===== src/rtl/cmd_frame_pkg.sv =====
package cmd_frame_pkg;
  typedef enum logic [1:0] {
    ST_HUNT = 2'd0,
    ST_DATA = 2'd1,
    ST_STOP = 2'd2
  } asm_state_e;
endpackage


===== src/rtl/manch_pair_dec.sv =====
module manch_pair_dec (
  input  logic clk_i,
  input  logic rst_ni,
  input  logic chip_i,
  input  logic chip_stb_i,
  output logic bit_vld_o,
  output logic bit_val_o,
  output logic bit_viol_o
);
  logic half_q, first_q;

  always_ff @(posedge clk_i or negedge rst_ni) begin
    if (!rst_ni) begin
      half_q     <= 1'b0;
      first_q    <= 1'b0;
      bit_vld_o  <= 1'b0;
      bit_val_o  <= 1'b0;
      bit_viol_o <= 1'b0;
    end else begin
      bit_vld_o <= 1'b0;
      if (chip_stb_i) begin
        if (!half_q) begin
          first_q <= chip_i;
          half_q  <= 1'b1;
        end else begin
          half_q     <= 1'b0;
          bit_vld_o  <= 1'b1;
          bit_val_o  <= first_q;
          bit_viol_o <= (first_q == chip_i);
        end
      end
    end
  end
endmodule


===== src/rtl/hdr_hunter.sv =====
module hdr_hunter #(
  parameter int HDR_W = 8
) (
  input  logic             clk_i,
  input  logic             rst_ni,
  input  logic             shift_i,
  input  logic             clear_i,
  input  logic             bit_i,
  input  logic [HDR_W-1:0] pat_i,
  output logic             hit_o
);
  localparam int FILL_W = $clog2(HDR_W + 1);

  logic [HDR_W-1:0]  win_q, win_nxt;
  logic [FILL_W-1:0] fill_q, fill_nxt;

  always_comb begin
    win_nxt  = (win_q << 1) | HDR_W'(bit_i);
    fill_nxt = (fill_q == FILL_W'(HDR_W)) ? fill_q : fill_q + 1'b1;
    hit_o    = shift_i && (fill_nxt == FILL_W'(HDR_W)) && (win_nxt == pat_i);
  end

  always_ff @(posedge clk_i or negedge rst_ni) begin
    if (!rst_ni) begin
      win_q  <= '0;
      fill_q <= '0;
    end else if (clear_i) begin
      fill_q <= '0;
    end else if (shift_i) begin
      win_q  <= win_nxt;
      fill_q <= fill_nxt;
    end
  end
endmodule


===== src/rtl/frame_assembler.sv =====
module frame_assembler
  import cmd_frame_pkg::*;
#(
  parameter int CMD_W  = 16,
  parameter int STOP_W = 2
) (
  input  logic              clk_i,
  input  logic              rst_ni,
  input  logic              bit_vld_i,
  input  logic              bit_i,
  input  logic              viol_i,
  input  logic              hit_i,
  input  logic [STOP_W-1:0] stop_pat_i,
  input  logic [CMD_W-1:0]  exp_code_i,
  output logic              hunting_o,
  output logic [CMD_W-1:0]  cmd_o,
  output logic              frame_valid_o,
  output logic              code_match_o,
  output logic              viol_err_o,
  output logic              frame_err_o
);
  localparam int MAX_W = (CMD_W > STOP_W) ? CMD_W : STOP_W;
  localparam int CNT_W = $clog2(MAX_W + 1);

  asm_state_e        state_q;
  logic [CNT_W-1:0]  cnt_q;
  logic [CMD_W-1:0]  data_q, data_nxt;
  logic [STOP_W-1:0] stop_q, stop_nxt;

  assign hunting_o = (state_q == ST_HUNT);
  assign data_nxt  = (data_q << 1) | CMD_W'(bit_i);
  assign stop_nxt  = (stop_q << 1) | STOP_W'(bit_i);

  always_ff @(posedge clk_i or negedge rst_ni) begin
    if (!rst_ni) begin
      state_q       <= ST_HUNT;
      cnt_q         <= '0;
      data_q        <= '0;
      stop_q        <= '0;
      cmd_o         <= '0;
      frame_valid_o <= 1'b0;
      code_match_o  <= 1'b0;
      viol_err_o    <= 1'b0;
      frame_err_o   <= 1'b0;
    end else begin
      frame_valid_o <= 1'b0;
      code_match_o  <= 1'b0;
      viol_err_o    <= 1'b0;
      frame_err_o   <= 1'b0;
      if (bit_vld_i) begin
        if (viol_i) begin
          viol_err_o <= 1'b1;
          state_q    <= ST_HUNT;
          cnt_q      <= '0;
        end else begin
          unique case (state_q)
            ST_HUNT: begin
              cnt_q <= '0;
              if (hit_i) state_q <= ST_DATA;
            end
            ST_DATA: begin
              data_q <= data_nxt;
              if (cnt_q == CNT_W'(CMD_W - 1)) begin
                state_q <= ST_STOP;
                cnt_q   <= '0;
              end else begin
                cnt_q <= cnt_q + 1'b1;
              end
            end
            ST_STOP: begin
              stop_q <= stop_nxt;
              if (cnt_q == CNT_W'(STOP_W - 1)) begin
                state_q <= ST_HUNT;
                cnt_q   <= '0;
                if (stop_nxt == stop_pat_i) begin
                  cmd_o         <= data_q;
                  frame_valid_o <= 1'b1;
                  code_match_o  <= (data_q == exp_code_i);
                end else begin
                  frame_err_o <= 1'b1;
                end
              end else begin
                cnt_q <= cnt_q + 1'b1;
              end
            end
            default: state_q <= ST_HUNT;
          endcase
        end
      end
    end
  end
endmodule


===== src/rtl/cmd_frame_decoder.sv =====
module cmd_frame_decoder #(
  parameter int HDR_W  = 8,
  parameter int CMD_W  = 16,
  parameter int STOP_W = 2
) (
  input  logic              clk_i,
  input  logic              rst_ni,
  input  logic              chip_i,
  input  logic              chip_stb_i,
  input  logic [HDR_W-1:0]  hdr_pat_i,
  input  logic [STOP_W-1:0] stop_pat_i,
  input  logic [CMD_W-1:0]  exp_code_i,
  output logic [CMD_W-1:0]  cmd_o,
  output logic              frame_valid_o,
  output logic              code_match_o,
  output logic              viol_err_o,
  output logic              frame_err_o
);
  logic bit_vld, bit_val, bit_viol, hit, hunting;

  manch_pair_dec u_pair (
    .clk_i      (clk_i),
    .rst_ni     (rst_ni),
    .chip_i     (chip_i),
    .chip_stb_i (chip_stb_i),
    .bit_vld_o  (bit_vld),
    .bit_val_o  (bit_val),
    .bit_viol_o (bit_viol)
  );

  hdr_hunter #(.HDR_W(HDR_W)) u_hunt (
    .clk_i   (clk_i),
    .rst_ni  (rst_ni),
    .shift_i (bit_vld && !bit_viol && hunting),
    .clear_i (bit_vld && (bit_viol || hit)),
    .bit_i   (bit_val),
    .pat_i   (hdr_pat_i),
    .hit_o   (hit)
  );

  frame_assembler #(.CMD_W(CMD_W), .STOP_W(STOP_W)) u_asm (
    .clk_i         (clk_i),
    .rst_ni        (rst_ni),
    .bit_vld_i     (bit_vld),
    .bit_i         (bit_val),
    .viol_i        (bit_viol),
    .hit_i         (hit),
    .stop_pat_i    (stop_pat_i),
    .exp_code_i    (exp_code_i),
    .hunting_o     (hunting),
    .cmd_o         (cmd_o),
    .frame_valid_o (frame_valid_o),
    .code_match_o  (code_match_o),
    .viol_err_o    (viol_err_o),
    .frame_err_o   (frame_err_o)
  );
endmodule


===== config.mk =====
export PLATFORM = sky130hd
export DESIGN_NAME = cmd_frame_decoder
export DESIGN_NICKNAME = d
export VERILOG_FILES = /design/src/rtl/cmd_frame_pkg.sv /design/src/rtl/manch_pair_dec.sv /design/src/rtl/hdr_hunter.sv /design/src/rtl/frame_assembler.sv /design/src/rtl/cmd_frame_decoder.sv
export SDC_FILE = /design/constraint.sdc
export NUM_CORES = 1
export LEC_CHECK = 0
export BUFFER_PORTS_ARGS = -buffer_cell sky130_fd_sc_hd__buf_2
export CAP_MARGIN = 25
export CORE_MARGIN = 2
export CORE_UTILIZATION = 45
export CTS_BUF_LIST = sky130_fd_sc_hd__clkbuf_8
export DETAILED_ROUTE_END_ITERATION = 10
export PLACE_DENSITY = 0.66
export RECOVER_POWER = 100
export SLEW_MARGIN = 5
export SYNTH_ARGS = -nofsm -noshare
export SYNTH_HDL_FRONTEND = slang
export SYNTH_HIERARCHICAL = 1
export SYNTH_SLANG_ARGS = --single-unit

===== constraint.sdc =====
create_clock -name clk_i -period 3.47 [get_ports clk_i]
set_input_delay 0.694 -clock clk_i [delete_from_list [all_inputs] [get_ports clk_i]]
set_output_delay 0.694 -clock clk_i [all_outputs]
set_load 0.02 [all_outputs]

Word level (Yosys, flattened, before mapping)
Index checks and enable logic that the tools add are counted.
Storage, ports and cells
  bits in registers: 60
  latch bits: 0
  bits in writable memories: 0
  bits in read-only memories: 0
  input port bits: 30
  output and inout bits: 20
  word-level logic and storage cells: 87
  memories kept: 0
Operators by class
  $add $sub $neg: 2
  multipliers: 0
  div/mod/pow operators: 0
  $lt $le $gt $ge: 0
  equality and inequality tests: 13
  shift operators: 0
  mux-type cells: 32
  bitwise operators: 6
  reductions and logical operators: 18
Operators with widths (count)
  $mux 1: 20
  $eq 16x16->1: 1
  $or 16x1->16: 1
  $mux 5: 3
  $pmux 5 s3: 1
  $mux 4: 3
  $ne 3x2->1 const B: 3
  $eq 4x4->1 const B: 2
  $eq 8x8->1: 1
  $mux 2: 4
  $or 8x1->8: 1
  $reduce_and 2->1: 4
  $pmux 2 s3: 1
  $reduce_and 3->1: 2
  $add 5x1->5 const B: 1
  $eq 5x1->1 const B: 1
  $eq 5x4->1 const B: 1
  $logic_and 1x1->1: 5
  $reduce_and 5->1: 1
  $add 4x1->4 const B: 1
  $reduce_and 4->1: 1
  $reduce_bool 4->1: 1
  $not 1->1: 3
  $eq 2x1->1 const B: 1
  8 further kinds: 8

Longest topological paths before layout
Gate-level depths: netlist (run 1).
  word-level depth: 9
  mapped depth: 10

Cells and area by module
Netlist (run 1), hierarchy kept.
By module, submodules not included
  frame_assembler: times used 1, cells each 158, area each 2105.8 sq um, seq. area each 1101.1 sq um
  hdr_hunter: times used 1, cells each 57, area each 638.1 sq um, seq. area each 275.3 sq um
  manch_pair_dec: times used 1, cells each 13, area each 203.9 sq um, seq. area each 125.1 sq um
  cmd_frame_decoder: times used 1, cells each 2, area each 16.3 sq um, seq. area each 0.0 sq um

Least setup slack after synthesis (run 1)
No wires, ideal clock.
  path type: register to register
  start: register u_asm.state_q[1]
  end: register u_hunt.win_q[0]
  library setup time: 0.125 ns
  data arrival time: 2.610 ns
  required time: 3.345 ns
  path slack: 0.735 ns
  cell stages (with the launch flop): 11
  buffers on the path: 1
  period minus slack after synthesis: 2.735 ns
  cell sequence: dfrtp_1 inv_1 ha_1 and3b_1 nand2b_1 a2111o_1 a2111oi_2 o21a_1 nand2b_1 clkbuf_1 mux2_2
On the way
  cells in the longest elaborated chain, start to end: 8
Ends and longest elaborated chain
  from (decl): line frame_assembler.sv:25  | asm_state_e state_q;
  from (signal assigned): line frame_assembler.sv:36  | state_q <= ST_HUNT;
  from (signal assigned): line frame_assembler.sv:53  | state_q <= ST_HUNT;
  from (signal assigned): line frame_assembler.sv:59  | if (hit_i) state_q <= ST_DATA;
  $logic_not 2->1: line frame_assembler.sv:30  | assign hunting_o = (state_q == ST_HUNT);
  via hunting: line cmd_frame_decoder.sv:19  | logic bit_vld, bit_val, bit_viol, hit, hunting;
  $logic_and 1x1->1: line cmd_frame_decoder.sv:34  | .shift_i (bit_vld && !bit_viol && hunting),
  $logic_and 1x1->1 (2 in series): line hdr_hunter.sv:20  | hit_o = shift_i && (fill_nxt == FILL_W'(HDR_W)) && (win_nxt == pat_i);
  via hit: line cmd_frame_decoder.sv:19
  $logic_or 1x1->1: line cmd_frame_decoder.sv:35  | .clear_i (bit_vld && (bit_viol || hit)),
  $logic_and 1x1->1: line cmd_frame_decoder.sv:35
  $not 1->1 (no source line)
  $reduce_and 2->1 (no source line)
  to (signal assigned): line hdr_hunter.sv:30  | win_q <= win_nxt;
  to (decl): line hdr_hunter.sv:14  | logic [HDR_W-1:0] win_q, win_nxt;
The timed path passes the listed nets, and every way through them passes these cells.
A chain may end at the register's enable or synchronous reset.

Worst setup path in the final report (run 1)
  start: register u_asm.cnt_q[1]
  end: register u_asm.cmd_o[2]
On the way
  cells in the longest elaborated chain, start to end: 2
Ends and longest elaborated chain
  from (decl): line frame_assembler.sv:26  | logic [CNT_W-1:0] cnt_q;
  from (signal assigned): line frame_assembler.sv:67  | cnt_q <= cnt_q + 1'b1;
  from (signal assigned): line frame_assembler.sv:83  | cnt_q <= cnt_q + 1'b1;
  $eq 5x1->1: line frame_assembler.sv:72  | if (cnt_q == CNT_W'(STOP_W - 1)) begin
  $reduce_and 5->1 (no source line)
  to (signal assigned): line frame_assembler.sv:76  | cmd_o <= data_q;
  to (decl): line frame_assembler.sv:16  | output logic [CMD_W-1:0] cmd_o,
No other way between the ends.

==> results of run 1 <==
## worst max-delay path: stages, from the launching register on
cell and delay [ns]:
dfrtp_1 0.41, inv_1 0.06, ha_1 0.13, or4b_1 0.47, or3b_1 0.39, nor3_1 0.20, clkbuf_1 0.80, mux2_2 0.42
## registers in the layout (all words and copies together) (netlist names), 2 cells and up
| register | flops |
|---|---|
| u_hunt/win_q | 7 |
| u_asm/cmd_o | 16 |
| u_asm/data_q | 16 |
| u_asm/cnt_q | 5 |
| u_hunt/fill_q | 4 |
| u_asm/state_q | 2 |
## worst paths after layout
check | to | startpoint | depth (start not counted)
setup / recovery | u_asm/cmd_o[2] | u_asm/cnt_q[1] | 7
hold / removal | u_asm/cmd_o[1] | u_asm/cmd_o[1] | 1
setup reg to reg | u_asm/cmd_o[2] | u_asm/cnt_q[1] | 7
hold reg to reg | u_asm/cmd_o[1] | u_asm/cmd_o[1] | 1
max in group asynchronous | u_asm/cmd_o[8] | rst_ni | 2
min in group asynchronous | u_asm/cmd_o[12] | rst_ni | 1
## cell usage after synthesis (all sizes together) (2+ instances only)
| cell type | n |
|---|---|
| nor2 | 6 |
| xnor2 | 16 |
| mux2 | 43 |
| nand4 | 4 |
| or3b | 3 |
| nor3 | 3 |
| o31ai | 2 |
| and3b | 2 |
| nor2b | 4 |
| xor2 | 14 |
| inv | 10 |
| a21oi | 4 |
| nand3 | 4 |
| dfrtp | 60 |
| nor4 | 2 |
| nand2b | 6 |
| o21ai | 5 |
| clkbuf | 2 |
| ha | 10 |
| o21a | 2 |
| nand2 | 12 |
## power by group through the flow
stage	clock, mW	combinational (mW)	sequential (mW)
6_report	0.637	0.453	0.943
5_1_grt	0.689	0.510	0.965
4_1_cts	0.655	0.491	0.945
3_5_place_dp	0	0.487	0.956
3_3_place_gp	0	0.472	0.951
2_1_floorplan	0	0.376	0.918
## layout by cell type (no fill, tap or decap), types with 2 or more instances in the layout
master / netlist / final
dfrtp_1: 60 / 60
mux2_2: 32 / 32
buf_2: 0 / 28
clkbuf_1: 2 / 22
xnor2_1: 16 / 16
xor2_1: 14 / 14
clkbuf_8: 0 / 12
inv_1: 10 / 12
nand2_1: 11 / 12
mux2_1: 0 / 11
ha_1: 10 / 10
nor2_1: 6 / 6
nand2b_1: 6 / 6
o21ai_0: 5 / 5
nand3_1: 4 / 4
nand4_1: 4 / 4
a21oi_1: 4 / 4
nor2b_1: 3 / 3
nor3_1: 2 / 3
o21a_1: 2 / 2
and3b_1: 2 / 2
nor4_1: 2 / 2
o31ai_1: 2 / 2
or3b_2: 2 / 2
## logic make-up after synthesis
logic type	Yosys count	share of synthesized area, %
fa+ha+maj	10	4.22
xor+xnor	30	8.86
simple gates	53	11.1
mux	44	18.1
compound gates	20	4.90
buf+inv	13	2.20
flops	60	50.7
## area by class of cell
class	instances	area [sq um]
repair buffers	51	228
fillers	559	2950
inverters	10	37.5
multi-input cells	157	1340
clock inverters	3	37.5
clock buffers	12	165
well taps	77	96.3
flip-flops and latches	60	1500
## through the flow
step / setup slack [ns] / cell area, sq um / utilization [%] / power [mW]
3_3_place_gp: 0.631 / 3290 / 51.9 / 1.42
2_1_floorplan: 0.735 / 2960 / - / 1.29
5_1_grt: 0.273 / 3400 / 53.6 / 2.16
3_5_place_dp: 0.561 / 3290 / 51.9 / 1.44
4_1_cts: 0.540 / 3500 / 55.1 / 2.09
6_report: 0.466 / 3400 / 53.6 / 2.03
## routing by layer
| layer | wire length (microns) | vias to the layer above |
|---|---|---|
| met5 | 0 | - |
| met4 | 23 | 0 |
| met3 | 235 | 4 |
| met2 | 2630 | 40 |
| met1 | 2580 | 913 |
| li1 | - | 926 |
==> results.ini, run 1 <==
[grt]
use_met2_pct = 25.6
grt-ovfl-total = 0
top_usage_layer = met2
antenna_found_initial = 0
grt_pass1_wl_mm = 9.12
use_met3_pct = 5.64
grt_use_total_pct = 16.1
grt_pass1_vias = 1918
met1_usage_pct = 21.0
grt_max_degree = 36

[route]
firstDrtPassIters = 4
via_per_inst = 5.09
totalWireLength_mm = 5.47
vias = 1883
post_drt_wl_per_cell_microns = 14.8
drt_iter0_drc = 106
ant_nets = 0
drc_errors = 0

[synth]
syn_nets = 270
yosysTopAreaCell = dfrtp_1
ys.flop_type = dfrtp_1
syn-cell-area_sq_mm = 0.00296
ys.warnings.count = 6
synth.top_cell.area_share_pct = 50.7
ys_types = 42
avgSynthCellArea_sq_um = 12.9
synth_top_cells_by_area = dfrtp_1 (51%), mux2_2 (12%), mux2_4 (5.6%)
synth.yosys.seq_area_share_pct = 50.7
postSynth.asyncResetShare_pct = 100
ys_ff_latch = 60
synth-edff-count = 0
synthCells = 230

[placed_design]
hpwl_mm = 3.85
io_buffers = 49
globalplace.congestion = 0.814
dp.cells = 355

[setup_path]
required_ns = 3.69
cp-start-kind = register
crit_fanout = 18
timing.reg2reg.setup_slack_ns = 0.47
cp.arrival_ns = 3.22
end_kind = register
crit_type = reg -> reg

[clocking]
tritoncts = done
clockBufferDepth = 2
clk_latency_ns = 0.33
cts_buffers = 9
ctsHtreeMaxLevel = 3
root_buffer = clkbuf_8
postCtsHoldBufs = 0
clkTransAtPathRegs_ns = 0.06
postCtsSetupBuffers = 0
cts-resized-gates = 0
clock-sinks = 60

[power]
p_switching_mw = 0.620
p_leak_nw = 1.64
clockPowerShare_pct = 31.3
p_int_mw = 1.41
p_comb_share_pct = 22.3
power_frac_seq_pct = 46.4
peakVddDrop_mv = 0.325
p_sw_share_pct = 30.5
powerDensity_mw_per_mm2 = 597

[sta]
hold_viol = 0
slew_viol_final = 0
setup_viol = 0
hold_ws_ns = 0.497
max_slew_margin_pct = 5.46
fmax_ghz = 0.333
worstMarginPinSlew_ns = 1.42
timing.final.crit_period_ns = 3.00
skew_ns = 0.00388
period_share_pct = 86.6
rsz0062_at_grt = no
setup_tns_ns = 0

[floorplan]
core_area_sq_mm = 0.00635
start_util_pct = 46.7
num_rows = 29
die_w_microns = 85.2
die_area_sq_mm = 0.00725
num_io_pins = 50
die_h_microns = 85.2

[layout]
n_antenna_cell = 0
final_cells = 370
drive_gt1_share_pct = 27.0
final_nets = 329
syn_to_final_growth_pct = 14.8

[outcome]
status = finished clean

[hold_path]
hold_path.class = reg -> reg

[run]
cap_viol_max_count = 0

No activity file was read; power rests on OpenSTA's default activity.
==> run 2: changes to the inputs <==
Settings changed: REMOVE_ABC_BUFFERS set to 1.
==> run 2 against run 1 <==
Fmax rose by 1.0%. Clock-buffer cell count shrank 3. Critical path depth up 2. Worst hold slack got worse by 0.011 ns. Global-route usage rose by 0.26 points. Clock power increased by 3.1%. Flip-flop and latch count is the same. Via count rose by 0.48%. First-iteration DRC count shrank 31%. Combinational power rose by 1%.
==> results.ini, run 2 (synthesis gave the netlist of run 1 again) <==
[placed_design]
post-place-ws_ns = 0.546  ; -0.0150 ns
globalplace.congestion = 0.805  ; -1.2%
io_buffers = 49  ; unchanged
hpwl_mm = 3.80  ; -1.3%

[floorplan]
start_util_pct = 46.7  ; unchanged
num_io_pins = 50  ; unchanged
core_area_sq_mm = 0.00635  ; unchanged
die_area_sq_mm = 0.00725  ; unchanged
num_rows = 29  ; unchanged
die_h_microns = 85.2  ; unchanged
die_w_microns = 85.2  ; unchanged

[clocking]
clk_latency_ns = 0.33  ; about the same
tritoncts = done
postCtsHoldBufs = 0  ; unchanged
ctsHtreeMaxLevel = 3  ; unchanged
clockBufferDepth = 2  ; unchanged
postCtsSetupBuffers = 0  ; unchanged
cts_buffers = 9  ; unchanged
cts-resized-gates = 0  ; unchanged
root_buffer = clkbuf_8
clkTransAtPathRegs_ns = 0.07  ; about the same
clock-sinks = 60  ; unchanged

[layout]
n_antenna_cell = 0  ; unchanged
layout_common_cells = dfrtp_1 (60), mux2_2 (32), buf_2 (27)
final_nets = 330  ; +0.30%
top_regs = u_asm/cmd_o: 16 flops, u_asm/data_q: 16 flops, u_hunt/win_q: 7 flops
drive_gt1_share_pct = 26.4  ; -0.52 points
final_common_cell = dfrtp_1
syn_to_final_growth_pct = 15.4

[route]
drc_errors = 0  ; unchanged
post_drt_wl_per_cell_microns = 14.4  ; -2.5%
vias = 1892  ; +0.48%
firstDrtPassIters = 4  ; unchanged
totalWireLength_mm = 5.36  ; -1.9%
ant_nets = 0  ; unchanged
via_per_inst = 5.09  ; about the same
drt_iter0_drc = 73  ; -31%

[power]
clockPowerShare_pct = 31.9  ; +0.6 points
p_leak_nw = 1.64  ; +0.33%
powerDensity_mw_per_mm2 = 601  ; +0.63%
peakVddDrop_mv = 0.308  ; -5.1%
power_frac_seq_pct = 45.8  ; -0.6 points
p_comb_share_pct = 22.3  ; about the same
p_sw_share_pct = 30.6  ; +0.068 points
p_int_mw = 1.43  ; +1.1%
p_switching_mw = 0.629  ; +1.4%

[grt]
grt_pass1_vias = 1889  ; -1.5%
grt_pass1_wl_mm = 9.11  ; about the same
grt_use_total_pct = 16.4  ; +0.26 points
grt-ovfl-total = 0  ; unchanged
grt_max_degree = 27  ; -25%
antenna_found_initial = 0  ; unchanged

[sta]
slew_viol_final = 0  ; unchanged
max_slew_margin_pct = 9.27  ; +3.8 points
hold_viol = 0  ; unchanged
skew_ns = 0.00668  ; +0.00280 ns
timing.final.crit_period_ns = 2.97  ; -0.0304 ns
period_share_pct = 85.7  ; -0.88 points
timing.final.ws_setup_ns = 0.496  ; +0.0304 ns
worstMarginPinSlew_ns = 1.36  ; -0.0571 ns
fmax_ghz = 0.336  ; +1.0%
setup_viol = 0  ; unchanged
setup_tns_ns = 0  ; unchanged
rsz0062_at_grt = no

[setup_path]
required_ns = 3.68  ; about the same
cp-start-kind = register
end_kind = register
cp.arrival_ns = 3.19  ; -0.03 ns
crit_fanout = 7  ; -11
crit_type = reg -> reg

[outcome]
status = finished clean

[hold_path]
hold_path.class = reg -> reg

[run]
cap_viol_max_count = 0  ; unchanged

## run 2: cell type report
type | instances | area, sq um
clock buffer | 9 | 124
sequential | 60 | 1500
timing repair buffer | 52 | 229
fill | 570 | 2930
clock inverter | 7 | 85.1
tap | 77 | 96.3
multi-input combinational | 157 | 1350
inverter | 10 | 37.5
## run 2: path summary, 6_finish.rpt
| kind | slack, ns | start | cells after the start | end |
|---|---|---|---|---|
| worst max-delay path | 0.50 | u_asm/state_q[1] | 9 | u_hunt/win_q[4] |
| worst min-delay path | 0.49 | u_pair/half_q | 1 | u_pair/half_q |
| worst max register to register | 0.50 | u_asm/state_q[1] | 9 | u_hunt/win_q[4] |
| worst min register to register | 0.49 | u_pair/half_q | 1 | u_pair/half_q |
| max in group asynchronous | 1.19 | rst_ni | 2 | u_hunt/win_q[6] |
| min in group asynchronous | 0.51 | rst_ni | 1 | u_asm/cmd_o[10] |
## run 2: worst max-delay path, cell delays in order, from the launching register on
cell and delay (ns):
dfrtp_1 0.40, inv_1 0.13, ha_1 0.22, and3b_1 0.30
nand2b_1 0.08, a2111o_1 0.35, a2111oi_2 0.42, o21a_1 0.25
nand2b_1 0.33, mux2_2 0.38
## run 2: layer usage
metal / GRT usage (%) / up-vias / routed length [microns]
li1: - / 928 / -
met1: 23.0 / 924 / 2640
met2: 23.7 / 36 / 2430
met3: 5.74 / 4 / 230
met4: 5.92 / 0 / 57
met5: 0 / - / 0
## run 2: stage by stage
| stage | area, sq um | util, % | hold slack [ns] | std cells | power (mW) |
|---|---|---|---|---|---|
| floorplan | 2940 | - | 0.398 | 227 | 1.29 |
| global placement | 3300 | 52.0 | 0.484 | 356 | 1.42 |
| detailed placement | 3300 | 52.0 | 0.489 | 356 | 1.44 |
| CTS | 3510 | 55.3 | 0.286 | 372 | 2.11 |
| global route | 3420 | 53.9 | 0.509 | 372 | 2.19 |
| finish | 3420 | 53.9 | 0.487 | 372 | 2.06 |
## run 2: power groups by stage
stage / clock network [mW] / logic (mW) / registers [mW]
2_1_floorplan: 0 / 0.374 / 0.918
3_3_place_gp: 0 / 0.473 / 0.951
3_5_place_dp: 0 / 0.482 / 0.956
4_1_cts: 0.676 / 0.488 / 0.944
5_1_grt: 0.708 / 0.514 / 0.965
6_report: 0.657 / 0.458 / 0.942
